### src/rtl/can_fc_pkg.sv
// Package: shared constants and helpers for the fault-confinement counters.
// Assumes: nothing beyond standard integer arithmetic at elaboration.
package can_fc_pkg;

    localparam int FC_LANE_TX = 0;
    localparam int FC_LANE_RX = 1;
    localparam int FC_LANES   = 2;

    // Larger of two elaboration-time integers.
    function automatic int fc_max(input int a, input int b);
        return (a > b) ? a : b;
    endfunction

endpackage

### src/rtl/can_fc_domrun.sv
// Module: tracks consecutive dominant bits after a flag start and pulses
// once per threshold reached (first threshold 14 or 8, then every 8).
// Assumes: bit_strobe is high for one cycle per bit time; flag_start and
// stop have priority over the bit in the same cycle.
module can_fc_domrun #(
    parameter int ACTIVE_RUN  = 14,
    parameter int PASSIVE_RUN = 8,
    parameter int STEP_RUN    = 8
) (
    input  logic clk,
    input  logic rst_n,
    input  logic flag_start,
    input  logic flag_passive,
    input  logic role_tx,
    input  logic bit_strobe,
    input  logic bit_dom,
    input  logic stop,
    output logic run_hit,
    output logic run_tx
);
    import can_fc_pkg::*;

    localparam int RUN_MAX = fc_max(ACTIVE_RUN, fc_max(PASSIVE_RUN, STEP_RUN));
    localparam int CW      = $clog2(RUN_MAX + 1);

    logic          armed_q;
    logic          tx_q;
    logic [CW-1:0] cnt_q;
    logic [CW-1:0] thr_q;
    logic [CW-1:0] cnt_inc;
    logic          take_bit;

    // Qualify a tracked dominant bit and detect the threshold.
    always_comb begin
        cnt_inc  = cnt_q + CW'(1);
        take_bit = armed_q && bit_strobe && !flag_start && !stop;
        run_hit  = take_bit && bit_dom && (cnt_inc == thr_q);
    end

    assign run_tx = tx_q;

    // Arm, count, rearm on threshold, disarm on recessive or stop.
    always_ff @(posedge clk) begin
        if (!rst_n) begin
            armed_q <= 1'b0;
            tx_q    <= 1'b0;
            cnt_q   <= '0;
            thr_q   <= CW'(ACTIVE_RUN);
        end else if (flag_start) begin
            armed_q <= 1'b1;
            tx_q    <= role_tx;
            cnt_q   <= '0;
            thr_q   <= flag_passive ? CW'(PASSIVE_RUN) : CW'(ACTIVE_RUN);
        end else if (stop) begin
            armed_q <= 1'b0;
        end else if (take_bit) begin
            if (!bit_dom) begin
                armed_q <= 1'b0;
            end else if (run_hit) begin
                cnt_q <= '0;
                thr_q <= CW'(STEP_RUN);
            end else begin
                cnt_q <= cnt_inc;
            end
        end
    end

endmodule

### src/rtl/can_fc_inc_decode.sv
// Module: turns one cycle of event strobes into the increments owed to
// TEC and REC, applying the two transmitter exemptions.
// Assumes: passive_now reflects counters from before the current error.
module can_fc_inc_decode #(
    parameter int PEND_W   = 10,
    parameter int BIG_STEP = 8
) (
    input  logic              ev_rx_err,
    input  logic              ev_rx_dom_after,
    input  logic              ev_tx_err_flag,
    input  logic              tx_err_ack,
    input  logic              tx_pflag_dom_seen,
    input  logic              tx_err_stuff_arb,
    input  logic              ev_flag_bit_err,
    input  logic              node_is_tx,
    input  logic              passive_now,
    input  logic              run_hit,
    input  logic              run_tx,
    output logic [PEND_W-1:0] tx_inc,
    output logic [PEND_W-1:0] rx_inc
);
    logic tx_exempt;

    // Sum the per-cycle increments for each counter.
    always_comb begin
        tx_exempt = (tx_err_ack && passive_now && !tx_pflag_dom_seen) || tx_err_stuff_arb;
        tx_inc    = '0;
        rx_inc    = '0;
        if (ev_tx_err_flag && !tx_exempt) tx_inc = tx_inc + PEND_W'(BIG_STEP);
        if (ev_flag_bit_err && node_is_tx) tx_inc = tx_inc + PEND_W'(BIG_STEP);
        if (ev_flag_bit_err && !node_is_tx) rx_inc = rx_inc + PEND_W'(BIG_STEP);
        if (run_hit && run_tx)  tx_inc = tx_inc + PEND_W'(BIG_STEP);
        if (run_hit && !run_tx) rx_inc = rx_inc + PEND_W'(BIG_STEP);
        if (ev_rx_err)          rx_inc = rx_inc + PEND_W'(1);
        if (ev_rx_dom_after)    rx_inc = rx_inc + PEND_W'(BIG_STEP);
    end

endmodule

### src/rtl/can_fc_accum.sv
// Module: one pending-increment register with saturating add. On commit
// the old value is handed over and only this cycle's increment is kept.
// Assumes: freeze (bus-off) discards everything.
module can_fc_accum #(
    parameter int PEND_W = 10
) (
    input  logic              clk,
    input  logic              rst_n,
    input  logic              commit,
    input  logic              freeze,
    input  logic [PEND_W-1:0] add,
    output logic [PEND_W-1:0] pend
);
    logic [PEND_W:0] sum;

    // Saturating sum of held and new increments.
    always_comb sum = {1'b0, pend} + {1'b0, add};

    // Hold, restart on commit, clear on freeze.
    always_ff @(posedge clk) begin
        if (!rst_n || freeze) begin
            pend <= '0;
        end else if (commit) begin
            pend <= add;
        end else begin
            pend <= sum[PEND_W] ? '1 : sum[PEND_W-1:0];
        end
    end

endmodule

### src/rtl/can_fc_counters.sv
// Module: top of the fault-confinement counters. Holds TEC, REC and the
// receive-passive bit, commits pending increments on delimiter start,
// applies success decrements, and derives active/passive/bus-off.
// Assumes: strobes are single-cycle and synchronous to clk.
module can_fc_counters #(
    parameter int TEC_W       = 8,
    parameter int REC_W       = 7,
    parameter int PEND_W      = 10,
    parameter int BIG_STEP    = 8,
    parameter int ACTIVE_RUN  = 14,
    parameter int PASSIVE_RUN = 8,
    parameter int STEP_RUN    = 8,
    parameter int REC_RELOAD  = 127
) (
    input  logic             clk,
    input  logic             rst_n,
    input  logic             ev_rx_err,
    input  logic             ev_rx_dom_after,
    input  logic             ev_tx_err_flag,
    input  logic             tx_err_ack,
    input  logic             tx_pflag_dom_seen,
    input  logic             tx_err_stuff_arb,
    input  logic             ev_flag_bit_err,
    input  logic             node_is_tx,
    input  logic             flag_start,
    input  logic             flag_passive,
    input  logic             bit_strobe,
    input  logic             bit_dom,
    input  logic             ev_tx_ok,
    input  logic             ev_rx_ok,
    input  logic             delim_start,
    input  logic             intermission_err,
    output logic [TEC_W-1:0] tec,
    output logic [REC_W-1:0] rec,
    output logic             rec_passive,
    output logic             err_active,
    output logic             err_passive,
    output logic             bus_off,
    output logic             overload_req
);
    import can_fc_pkg::*;

    localparam int TEC_MAX = (1 << TEC_W) - 1;
    localparam int REC_MAX = (1 << REC_W) - 1;
    localparam int SUM_W   = fc_max(fc_max(TEC_W, REC_W), PEND_W) + 1;

    logic              run_hit;
    logic              run_tx;
    logic              passive_now;
    logic [PEND_W-1:0] lane_add  [FC_LANES];
    logic [PEND_W-1:0] lane_pend [FC_LANES];
    logic [SUM_W-1:0]  tec_sum;
    logic [SUM_W-1:0]  rec_sum;

    // Passive condition from the pre-error counter values.
    assign passive_now = (tec > TEC_W'(REC_MAX)) || rec_passive;

    can_fc_domrun #(
        .ACTIVE_RUN (ACTIVE_RUN),
        .PASSIVE_RUN(PASSIVE_RUN),
        .STEP_RUN   (STEP_RUN)
    ) u_run (
        .clk         (clk),
        .rst_n       (rst_n),
        .flag_start  (flag_start),
        .flag_passive(flag_passive),
        .role_tx     (node_is_tx),
        .bit_strobe  (bit_strobe),
        .bit_dom     (bit_dom),
        .stop        (delim_start),
        .run_hit     (run_hit),
        .run_tx      (run_tx)
    );

    can_fc_inc_decode #(
        .PEND_W  (PEND_W),
        .BIG_STEP(BIG_STEP)
    ) u_dec (
        .ev_rx_err        (ev_rx_err),
        .ev_rx_dom_after  (ev_rx_dom_after),
        .ev_tx_err_flag   (ev_tx_err_flag),
        .tx_err_ack       (tx_err_ack),
        .tx_pflag_dom_seen(tx_pflag_dom_seen),
        .tx_err_stuff_arb (tx_err_stuff_arb),
        .ev_flag_bit_err  (ev_flag_bit_err),
        .node_is_tx       (node_is_tx),
        .passive_now      (passive_now),
        .run_hit          (run_hit),
        .run_tx           (run_tx),
        .tx_inc           (lane_add[FC_LANE_TX]),
        .rx_inc           (lane_add[FC_LANE_RX])
    );

    for (genvar g = 0; g < FC_LANES; g++) begin : g_lane
        can_fc_accum #(
            .PEND_W(PEND_W)
        ) u_acc (
            .clk   (clk),
            .rst_n (rst_n),
            .commit(delim_start),
            .freeze(bus_off),
            .add   (lane_add[g]),
            .pend  (lane_pend[g])
        );
    end

    // Candidate values at commit time.
    always_comb begin
        tec_sum = SUM_W'(tec) + SUM_W'(lane_pend[FC_LANE_TX]);
        rec_sum = SUM_W'(rec) + SUM_W'(lane_pend[FC_LANE_RX]);
    end

    // Counter update: freeze, commit, or success decrement.
    always_ff @(posedge clk) begin
        if (!rst_n) begin
            tec         <= '0;
            rec         <= '0;
            rec_passive <= 1'b0;
            bus_off     <= 1'b0;
        end else if (bus_off) begin
            tec <= tec;
        end else if (delim_start) begin
            if (tec_sum > SUM_W'(TEC_MAX)) begin
                bus_off <= 1'b1;
                tec     <= TEC_W'(TEC_MAX);
            end else begin
                tec <= tec_sum[TEC_W-1:0];
            end
            if (!rec_passive) begin
                if (rec_sum > SUM_W'(REC_MAX)) begin
                    rec_passive <= 1'b1;
                    rec         <= REC_W'(REC_MAX);
                end else begin
                    rec <= rec_sum[REC_W-1:0];
                end
            end
        end else begin
            if (ev_tx_ok && (tec != '0)) tec <= tec - TEC_W'(1);
            if (ev_rx_ok) begin
                if (rec_passive) begin
                    rec         <= REC_W'(REC_RELOAD);
                    rec_passive <= 1'b0;
                end else if (rec != '0) begin
                    rec <= rec - REC_W'(1);
                end
            end
        end
    end

    // Overload request one cycle after an intermission bit error.
    always_ff @(posedge clk) begin
        if (!rst_n) overload_req <= 1'b0;
        else        overload_req <= intermission_err && !bus_off;
    end

    // Confinement state decode.
    always_comb begin
        err_passive = !bus_off && passive_now;
        err_active  = !bus_off && !passive_now;
    end

endmodule

### config.mk
export PLATFORM = sky130hd
export DESIGN_NAME = can_fc_counters
export DESIGN_NICKNAME = d
export VERILOG_FILES = /design/src/rtl/can_fc_pkg.sv /design/src/rtl/can_fc_domrun.sv /design/src/rtl/can_fc_inc_decode.sv /design/src/rtl/can_fc_accum.sv /design/src/rtl/can_fc_counters.sv
export SDC_FILE = /design/constraint.sdc
export NUM_CORES = 1
export LEC_CHECK = 0
export BUFFER_PORTS_ARGS = -buffer_cell sky130_fd_sc_hd__buf_4
export CAP_MARGIN = 20
export CORE_MARGIN = 3
export CORE_UTILIZATION = 45
export DETAILED_ROUTE_END_ITERATION = 7
export GPL_ROUTABILITY_DRIVEN = 0
export SLEW_MARGIN = 15
export SYNTH_ARGS = -nofsm -noshare
export SYNTH_HDL_FRONTEND = slang
export SYNTH_SLANG_ARGS = --single-unit
### constraint.sdc
create_clock -name clk -period 7.82 [get_ports clk]
set_clock_uncertainty 0.1 [all_clocks]
set_input_delay 0.782 -clock clk [delete_from_list [all_inputs] [get_ports clk]]
set_output_delay 0.782 -clock clk [all_outputs]
set_load 0.02 [all_outputs]
After elaboration in Yosys (flattened, before gate mapping)
Cells that the tools add are included.

cells by class
  reductions and logical operators = 44
  bitwise logic cells = 3
  div/mod/pow operators = 0
  order comparisons = 3
  add/sub/neg operators = 12
  shift operators = 0
  equality and inequality tests = 4
  $mul = 0
  muxes and demuxes = 38

operators with widths
  kind                                                            number
  two-way mux 10 bit                                              9
  two-way mux 7 bit                                               6
  two-way mux 4 bit                                               8
  two-way mux 8 bit                                               3
  adder 10 x 10 -> 11 bit                                         2
  adder 10 x 4 -> 10 bit, second input constant                   2
  logical AND 1 bit                                               16
  adder 7 x 10 -> 11 bit                                          1
  adder 8 x 10 -> 11 bit                                          1
  greater-than comparator 11 x 7 -> 1 bit, second input constant  1
  greater-than comparator 11 x 8 -> 1 bit, second input constant  1
  two-way mux 1 bit                                               11
  adder 10 x 1 -> 10 bit, second input constant                   1
  adder 4 x 4 -> 5 bit, second input constant                     2
  nonzero test 2 bit                                              5
  logical NOT 1 bit                                               9
  greater-than comparator 8 x 7 -> 1 bit, second input constant   1
  AND reduction 4 bit                                             2
  nonzero test 8 bit                                              1
  subtractor 8 x 1 -> 8 bit, second input constant                1
  nonzero test 7 bit                                              1
  subtractor 7 x 1 -> 7 bit, second input constant                1
  AND reduction 2 bit                                             3
  nonzero test 3 bit                                              2
  9 further kinds                                                 14

storage, ports and cells
  bits in registers = 48
  ROM bits = 0
  memories kept = 0
  logic and storage cells = 115
  output and inout port bits = 20
  latch bits = 0
  RAM bits = 0

Logic depth before layout (Yosys ltp)
Gate-level depths: netlist of run 1.

  depth in word-level cells = 15
  depth in mapped cells = 16
  depth with buffers taken out = 16

Modules after synthesis
A second synthesis of run 1 with hierarchy kept.

unflattened totals
  cells, all modules = 507
  area total of the unflattened synthesis = 4045.1 sq um

modules (own cells, without submodules)
  module             cells an instance  times used  area an instance (sq um)
  can_fc_counters    239                1           1806.7
  can_fc_accum       92                 2           790.8
  can_fc_domrun      45                 1           387.9
  can_fc_inc_decode  39                 1           269.0

Worst setup path after synthesis of run 1
Ideal clock, no wire load.

  path kind = input port to flip-flop
  start = input port delim_start
  end = register g_lane[1].u_acc.pend[3]
  path slack = 4.097 ns
  setup time = 0.078 ns
  path buffers = 0
  data required time = 7.642 ns
  data arrival time = 3.545 ns
  cell stages on the path = 13
  cell sequence = and2b_2 > nand4b_4 > nor4b_4 > nand2b_1 > ha_1 > xor2_1 > ha_1 > a31oi_1 > o21bai_1 > a21oi_1 > nor3b_1 > nor3_1 > nor3_1

between the ends
  cells in the longest elaborated chain, start to end = 13

RTL lines
  item                            RTL line                 source
  start: declaration              can_fc_counters.sv:31    input logic delim_start,
  logical NOT 1 bit               can_fc_domrun.sv:36      take_bit = armed_q && bit_strobe && !flag_start && !stop;
  logical AND 1 bit               can_fc_domrun.sv:36
  logical AND 1 bit (2 in a row)  can_fc_domrun.sv:37      run_hit = take_bit && bit_dom && (cnt_inc == thr_q);
  logical AND 1 bit               can_fc_inc_decode.sv:33  if (run_hit && !run_tx) rx_inc = rx_inc + PEND_W'(BIG_STEP);
  two-way mux 10 bit              can_fc_inc_decode.sv:33
  adder 10 x 1 -> 10 bit          can_fc_inc_decode.sv:34  if (ev_rx_err) rx_inc = rx_inc + PEND_W'(1);
  two-way mux 10 bit              can_fc_inc_decode.sv:34
  adder 10 x 4 -> 10 bit          can_fc_inc_decode.sv:35  if (ev_rx_dom_after) rx_inc = rx_inc + PEND_W'(BIG_STEP);
  two-way mux 10 bit              can_fc_inc_decode.sv:35
  adder 10 x 10 -> 11 bit         can_fc_accum.sv:17       always_comb sum = {1'b0, pend} + {1'b0, add};
  two-way mux 10 bit              can_fc_accum.sv:26       pend <= sum[PEND_W] ? '1 : sum[PEND_W-1:0];
  two-way mux 10 bit *            can_fc_accum.sv:23       end else if (commit) begin
  end signal: assignment          can_fc_accum.sv:26
  end: declaration                can_fc_accum.sv:12       output logic [PEND_W-1:0] pend

Mark *: on every way between the ends. The rest lies on a longest branch, timed or not.
A chain may end at the register's enable or synchronous reset.

Worst setup path in the final report of run 1
  start = input port delim_start
  end = register g_lane[1].u_acc.pend[5]

The elaborated chain is that of the path after synthesis.

==> results.md, run 1 <==
- Min cycle time layout: 4.076 ns
- WP data required: 7.95 ns
- Setup Fix Bufs, Post-CTS: 0
- Startpoint Class: primary input
- Area contributors post-synth: dfxtp_1, ha_1, nor2_1
- Cell Area, Placed: 3608 um2
- FF+latch count, synth: 43
- DP HPWL: 5.802 mm
- Area Growth Syn to Fin: 15.52%
- Setup violators final: 0
- Logic pwr share: 31.5%
- Outcome: completed
- Starting DRT DRC Count: 118
- Most instantiated library cell after synthesis: nor2_1
- Crit Path Category: primary input to flip-flop
- Routed WL: 7.486 mm
- Inserted Clock Buffers: 5
- Die Area: 8258 um2
- Setup ws final: 3.744 ns
- Final worst-path cycle share: 52.12%
- Most used DFF post-synth: dfxtp_1
- Initial antenna violation count: 0
- Clk network pwr share: 30.3%
- Max H-tree Level: 2
- Worst-Skew Late Latency: 0.31 ns
- Clk buf depth: 2
- Number of flops mapped to enable cells by yosys: 0
- Synth Cell Area: 3242 um2
- Register area share after synthesis: 26.55%
- DR DRC count: 0
- Routed vias/inst: 5.444
- Share of the synthesized area in the top cell type: 26.55%
- Synth cell types: 61
- Max-cap check violation count: 0
- Post-synth top cells: nor2_1, dfxtp_1, ha_1, nand2_1, a21oi_1
- First-pass GRT wire length: 12.74 mm
- Max Transition Viols Final: 0
- DIE HEIGHT: 90.88 um
- Wire length per cell: 14.15 um
- Fmax: 245.4 MHz
- Layout cells sized above 1: 15.47%
- Pin count of the biggest net entering global routing: 32
- Max IR drop VDD: 80.06 uV
- Clock root buffer: clkbuf_8
- Router iterations before antenna repair: 4
- Starting density of the core: 46.94%
- RSZ-0062 raised after global routing: no
- Setup tns final: 0 ns
- Psw: 228.4 uW
- Mapped Cells: 396
- Antenna cells: 0
- CP Data Arrival Time: 4.21 ns
- LEAKAGE: 1.706 nW
- CP Capture Type: flip-flop
- CTS Sinks: 43
- Hold_buf cts: 0
- Final net count: 484
- Rel. slew slack: 51.01%
- Vias: 2880
- Clock-pin slew on the worst setup and hold paths: 0.10 ns
- Ys Warns: 0
- Total gr overflow: 0
- HP Class: flip-flop to flip-flop
- Resized Gates After CTS: 0
- # rows: 30
- Total GRT Usage: 18.61%
- Yosys top cell by area: dfxtp_1
- Die X: 90.88 um
- Number of global-route vias before repair: 2602
- Final hold violations: 0
- Sw Share: 33.03%
- Worst Tran Pin Value: 0.7332 ns
- P_int: 463.1 uW
- ANT nets after route: 0
- CTS tree: done
- CP max FO: 31
- Syn Area/Cell: 8.187 um2
- Sequential share of power: 38.2%
- Num ports: 38
- Core Area: 6907 um2
- Port Buffers: 37
- Ys async rst share: 0%
- DP Worst Slack: 3.438 ns
- Mapped Nets: 448
- Post-route cell area: 3745 um2
- Power Density: 184.6 nW/um2
## cells in the final DEF (no fill, tap or decap), types with 3 or more instances in the layout
master / count
nor3_1: 18
fa_1: 3
a31oi_1: 5
mux2i_1: 7
or2_2: 5
clkbuf_8: 5
xnor2_1: 15
nand2_1: 28
nand2b_1: 9
o2bb2ai_1: 3
o211ai_1: 4
ha_1: 31
o21ai_0: 17
o21bai_1: 3
a21o_1: 9
inv_1: 25
a211oi_1: 4
nand3_1: 14
nor2_1: 44
buf_4: 37
xor2_1: 18
and3_1: 5
dfxtp_1: 43
nand4_1: 4
nor2b_1: 5
a21oi_1: 26
## power groups by stage
stage	Sequential [mW]	Combinational, mW	Clock (mW)
2_1_floorplan	0.276	0.145	0
3_3_place_gp	0.270	0.216	0
3_5_place_dp	0.270	0.216	0
4_1_cts	0.264	0.218	0.216
5_1_grt	0.268	0.243	0.225
6_report	0.264	0.218	0.210
## state kept, by name, indices dropped and copies added (netlist names)
name / count
bus_off: 1
g_lane.u_acc.pend: 18
overload_req: 1
rec: 7
rec_passive: 1
tec: 8
u_run.armed_q: 1
u_run.cnt_q: 4
u_run.run_tx: 1
u_run.thr_q: 1
## worst paths after layout
path | start | endpoint | slack, ns | cells after the start
setup / recovery | delim_start | g_lane[1].u_acc.pend[5] | 3.74 | 14
hold reg to reg | g_lane[1].u_acc.pend[8] | g_lane[1].u_acc.pend[8] | 0.43 | 1
setup reg to reg | u_run.cnt_q[0] | g_lane[1].u_acc.pend[5] | 3.76 | 14
hold / removal | g_lane[1].u_acc.pend[8] | g_lane[1].u_acc.pend[8] | 0.43 | 1
## layer usage
layer / share of wire (%) / global-route usage [%] / vias up
met5: 0 / 0 / -
met4: 0.98 / 4.523 / 0
met3: 4.9 / 3.083 / 6
met2: 44 / 28.17 / 79
met1: 50 / 27.39 / 1308
li1: - / - / 1487
## cells by family after synthesis
kind of cell | after synthesis | synth area share, %
flip-flops | 43 | 26.55
AND/OR/NAND/NOR | 145 | 22.96
XOR/XNOR | 33 | 8.916
buffers and inverters | 34 | 3.975
AO/OA/AOI/OAI | 99 | 21.27
adder cells (fa/ha/maj) | 34 | 13.82
multiplexers | 8 | 2.509
## metrics by stage
stage	total power [mW]	util, %	hold WS, ns	std cells
after floorplan	0.4212	-	0.3745	396
after global placement	0.4856	52.25	0.4157	521
after detailed placement	0.4858	52.25	0.4277	521
after CTS	0.6985	54.22	0.4429	529
after global routing	0.7359	54.22	0.4815	529
final	0.6915	54.22	0.4317	529
## cell type report
type                    instances  area (um2)
clock buffers                   5       68.82
clock inverters                 3       67.56
fillers                       688        3162
inverters                      26       97.59
multi-input cells             319        2252
flip-flops and latches         43       860.8
well taps                      96       120.1
repair buffers                 37       277.8
## worst max-delay path: stages
cell	delay [ns]
buf_4	0.21
and2b_2	0.29
nand4b_4	0.17
nor4b_4	0.41
nand2b_1	0.12
ha_1	0.31
xor2_1	0.18
ha_1	0.33
a31oi_1	0.13
o21bai_1	0.14
a21oi_1	0.16
nor3b_1	0.66
nor3_1	0.10
nor3_1	0.19
Note: power is estimated with default switching activity, not from simulation.
==> run 2, diff against run 1 <==
- clock period: 7.82 -> 3.95 ns (I/O delays scaled with it)
==> results.md, run 2 (synthesis results as in run 1) <==
- Outcome: completed
- Most frequent cells in the layout: nor2_1, dfxtp_1, buf_4
- CTS tree: done
- Metal-1 WL: 3.939 mm
- CTS Sinks: 43
- Starting DRT DRC Count: 108
- Routed WL: 7.640 mm
- Worst-Skew Late Latency: 0.30 ns
- Commonest non-fill, non-tap cell in the layout: nor2_1
- Max IR drop VDD: 154.3 uV
- HP Class: primary input to flip-flop
- Die X: 90.88 um
- Final net count: 488
- CP max FO: 6
- Top cell by count, worst path: ha_1
- Worst Path Buf+Inv: 0
- Met2 WL: 3.290 mm
- Setup Fix Bufs, Post-CTS: 0
- Crit path max-delay family: simple AND/OR/NAND/NOR gates
- DR DRC count: 0
- Clk buf depth: 2
- Vias: 2915
- CP cell instances: ha_1 -> or2_2 -> mux2i_1 -> nor4b_4 -> nand2b_1 -> ha_1 -> xor2_1 -> ha_1 -> a31oi_1 -> o21bai_1 -> a21oi_1 -> nor3b_2 -> nor3_1 -> nor3_1
- Fmax: 282.2 MHz
- Max H-tree Level: 2
- Total GRT Usage: 18.88%
- Setup violators final: 0
- Power Density: 364.4 nW/um2
- Max Transition Viols Final: 0
- Cell Area, Placed: 3638 um2
- Total gr overflow: 0
- Largest regs: g_lane.u_acc.pend (18), tec (8), rec (7)
- Layout cells sized above 1: 16.25%
- First-pass GRT wire length: 12.92 mm
- Tot Pwr: 1.376 mW
- Clock-pin slew on the worst setup and hold paths: 0.09 ns
- Crit Path Category: flip-flop to flip-flop
- Number of global-route vias before repair: 2668
- Router iterations before antenna repair: 4
- Core Area: 6907 um2
- Starting density of the core: 46.94%
- Final worst-path cycle share: 89.72%
- Util after Layout: 54.67%
- Area Growth Syn to Fin: 16.48%
- CP Data Arrival Time: 3.66 ns
- Inserted Clock Buffers: 5
- Port Buffers: 37
- Startpoint Class: flip-flop
- Fin cells: 533
- Num ports: 38
- Wire length per cell: 14.33 um
- Post-route cell area: 3776 um2
- Pin count of the biggest net entering global routing: 31
- # fillers: 680
- Rel. slew slack: 63.50%
- Crit-path max cell delay: 0.39 ns
- Worst Tran Pin Value: 0.5460 ns
- ANT nets after route: 0
- Antenna cells: 0
- CP max stage cell: nor3b_2
- Min cycle time layout: 3.544 ns
- CP Capture Type: flip-flop
- DP HPWL: 5.857 mm
- Max reg flops: 18
- Max-cap check violation count: 0
- DIE HEIGHT: 90.88 um
- Top sig layer: met4
- Die Area: 8258 um2
- # rows: 30
- LEAKAGE: 1.727 nW
- Reg-to-reg slack, setup: 0.41 ns
- Clock root buffer: clkbuf_8
- Dpl cells: 525
- Routed met3 length: 305 um
- Initial antenna violation count: 0
- Setup tns final: 0 ns
- Top reg by flops: g_lane.u_acc.pend
- Final hold violations: 0
- WP data required: 4.07 ns
- RSZ-0062 raised after global routing: no
- Routed vias/inst: 5.469
[run 2: area by class of cell]
class	instances	area, um2	share of cell area [%]
inverters	26	97.59	2.584
well taps	96	120.1	3.181
multi-input cells	319	2257	59.77
clock buffers	6	72.57	1.922
clock inverters	2	60.06	1.590
repair buffers	41	307.8	8.151
flip-flops and latches	43	860.8	22.80
[run 2: per-layer routing]
layer	GRT usage (%)	vias to the layer above
li1	-	1496
met1	26.68	1353
met2	28.84	56
met3	3.917	10
met4	5.653	0
met5	0	-
[run 2: worst register-to-register path, stage by stage, from the launching register on]
cell      delay [ns]
dfxtp_1         0.35
ha_1            0.33
or2_2           0.28
mux2i_1         0.19
nor4b_4         0.25
nand2b_1        0.10
ha_1            0.31
xor2_1          0.18
ha_1            0.33
a31oi_1         0.13
o21bai_1        0.15
a21oi_1         0.11
nor3b_2         0.39
nor3_1          0.10
nor3_1          0.17
[run 2: timing repair]
item / CTS / global route
hold buffers: 0 / 0
resized for setup: 0 / 1
setup endpoints to repair: 0 / 5
[run 2: final timing paths]
check,end,cells past startpoint,from
max reg2reg,g_lane[1].u_acc.pend[5],14,u_run.cnt_q[0]
min reg2reg,rec[5],2,rec[5]
max,g_lane[1].u_acc.pend[5],14,u_run.cnt_q[0]
min,overload_req,2,intermission_err
[run 2: where the power goes]
part,switching [mW],total [mW],internal (mW)
Clock,0.165,0.418,0.253
Sequential,0.0541,0.521,0.467
Combinational,0.237,0.438,0.201
[run 2: metrics by stage]
| step | worst slack (ns) | hold slack [ns] |
|---|---|---|
| floorplan | 0.4051 | 0.3745 |
| global placement | 0.3076 | 0.4173 |
| detailed placement | 0.1499 | 0.4241 |
| CTS | 0.1168 | 0.2193 |
| global route | 0.08879 | 0.2481 |
| finish | 0.4060 | 0.2242 |
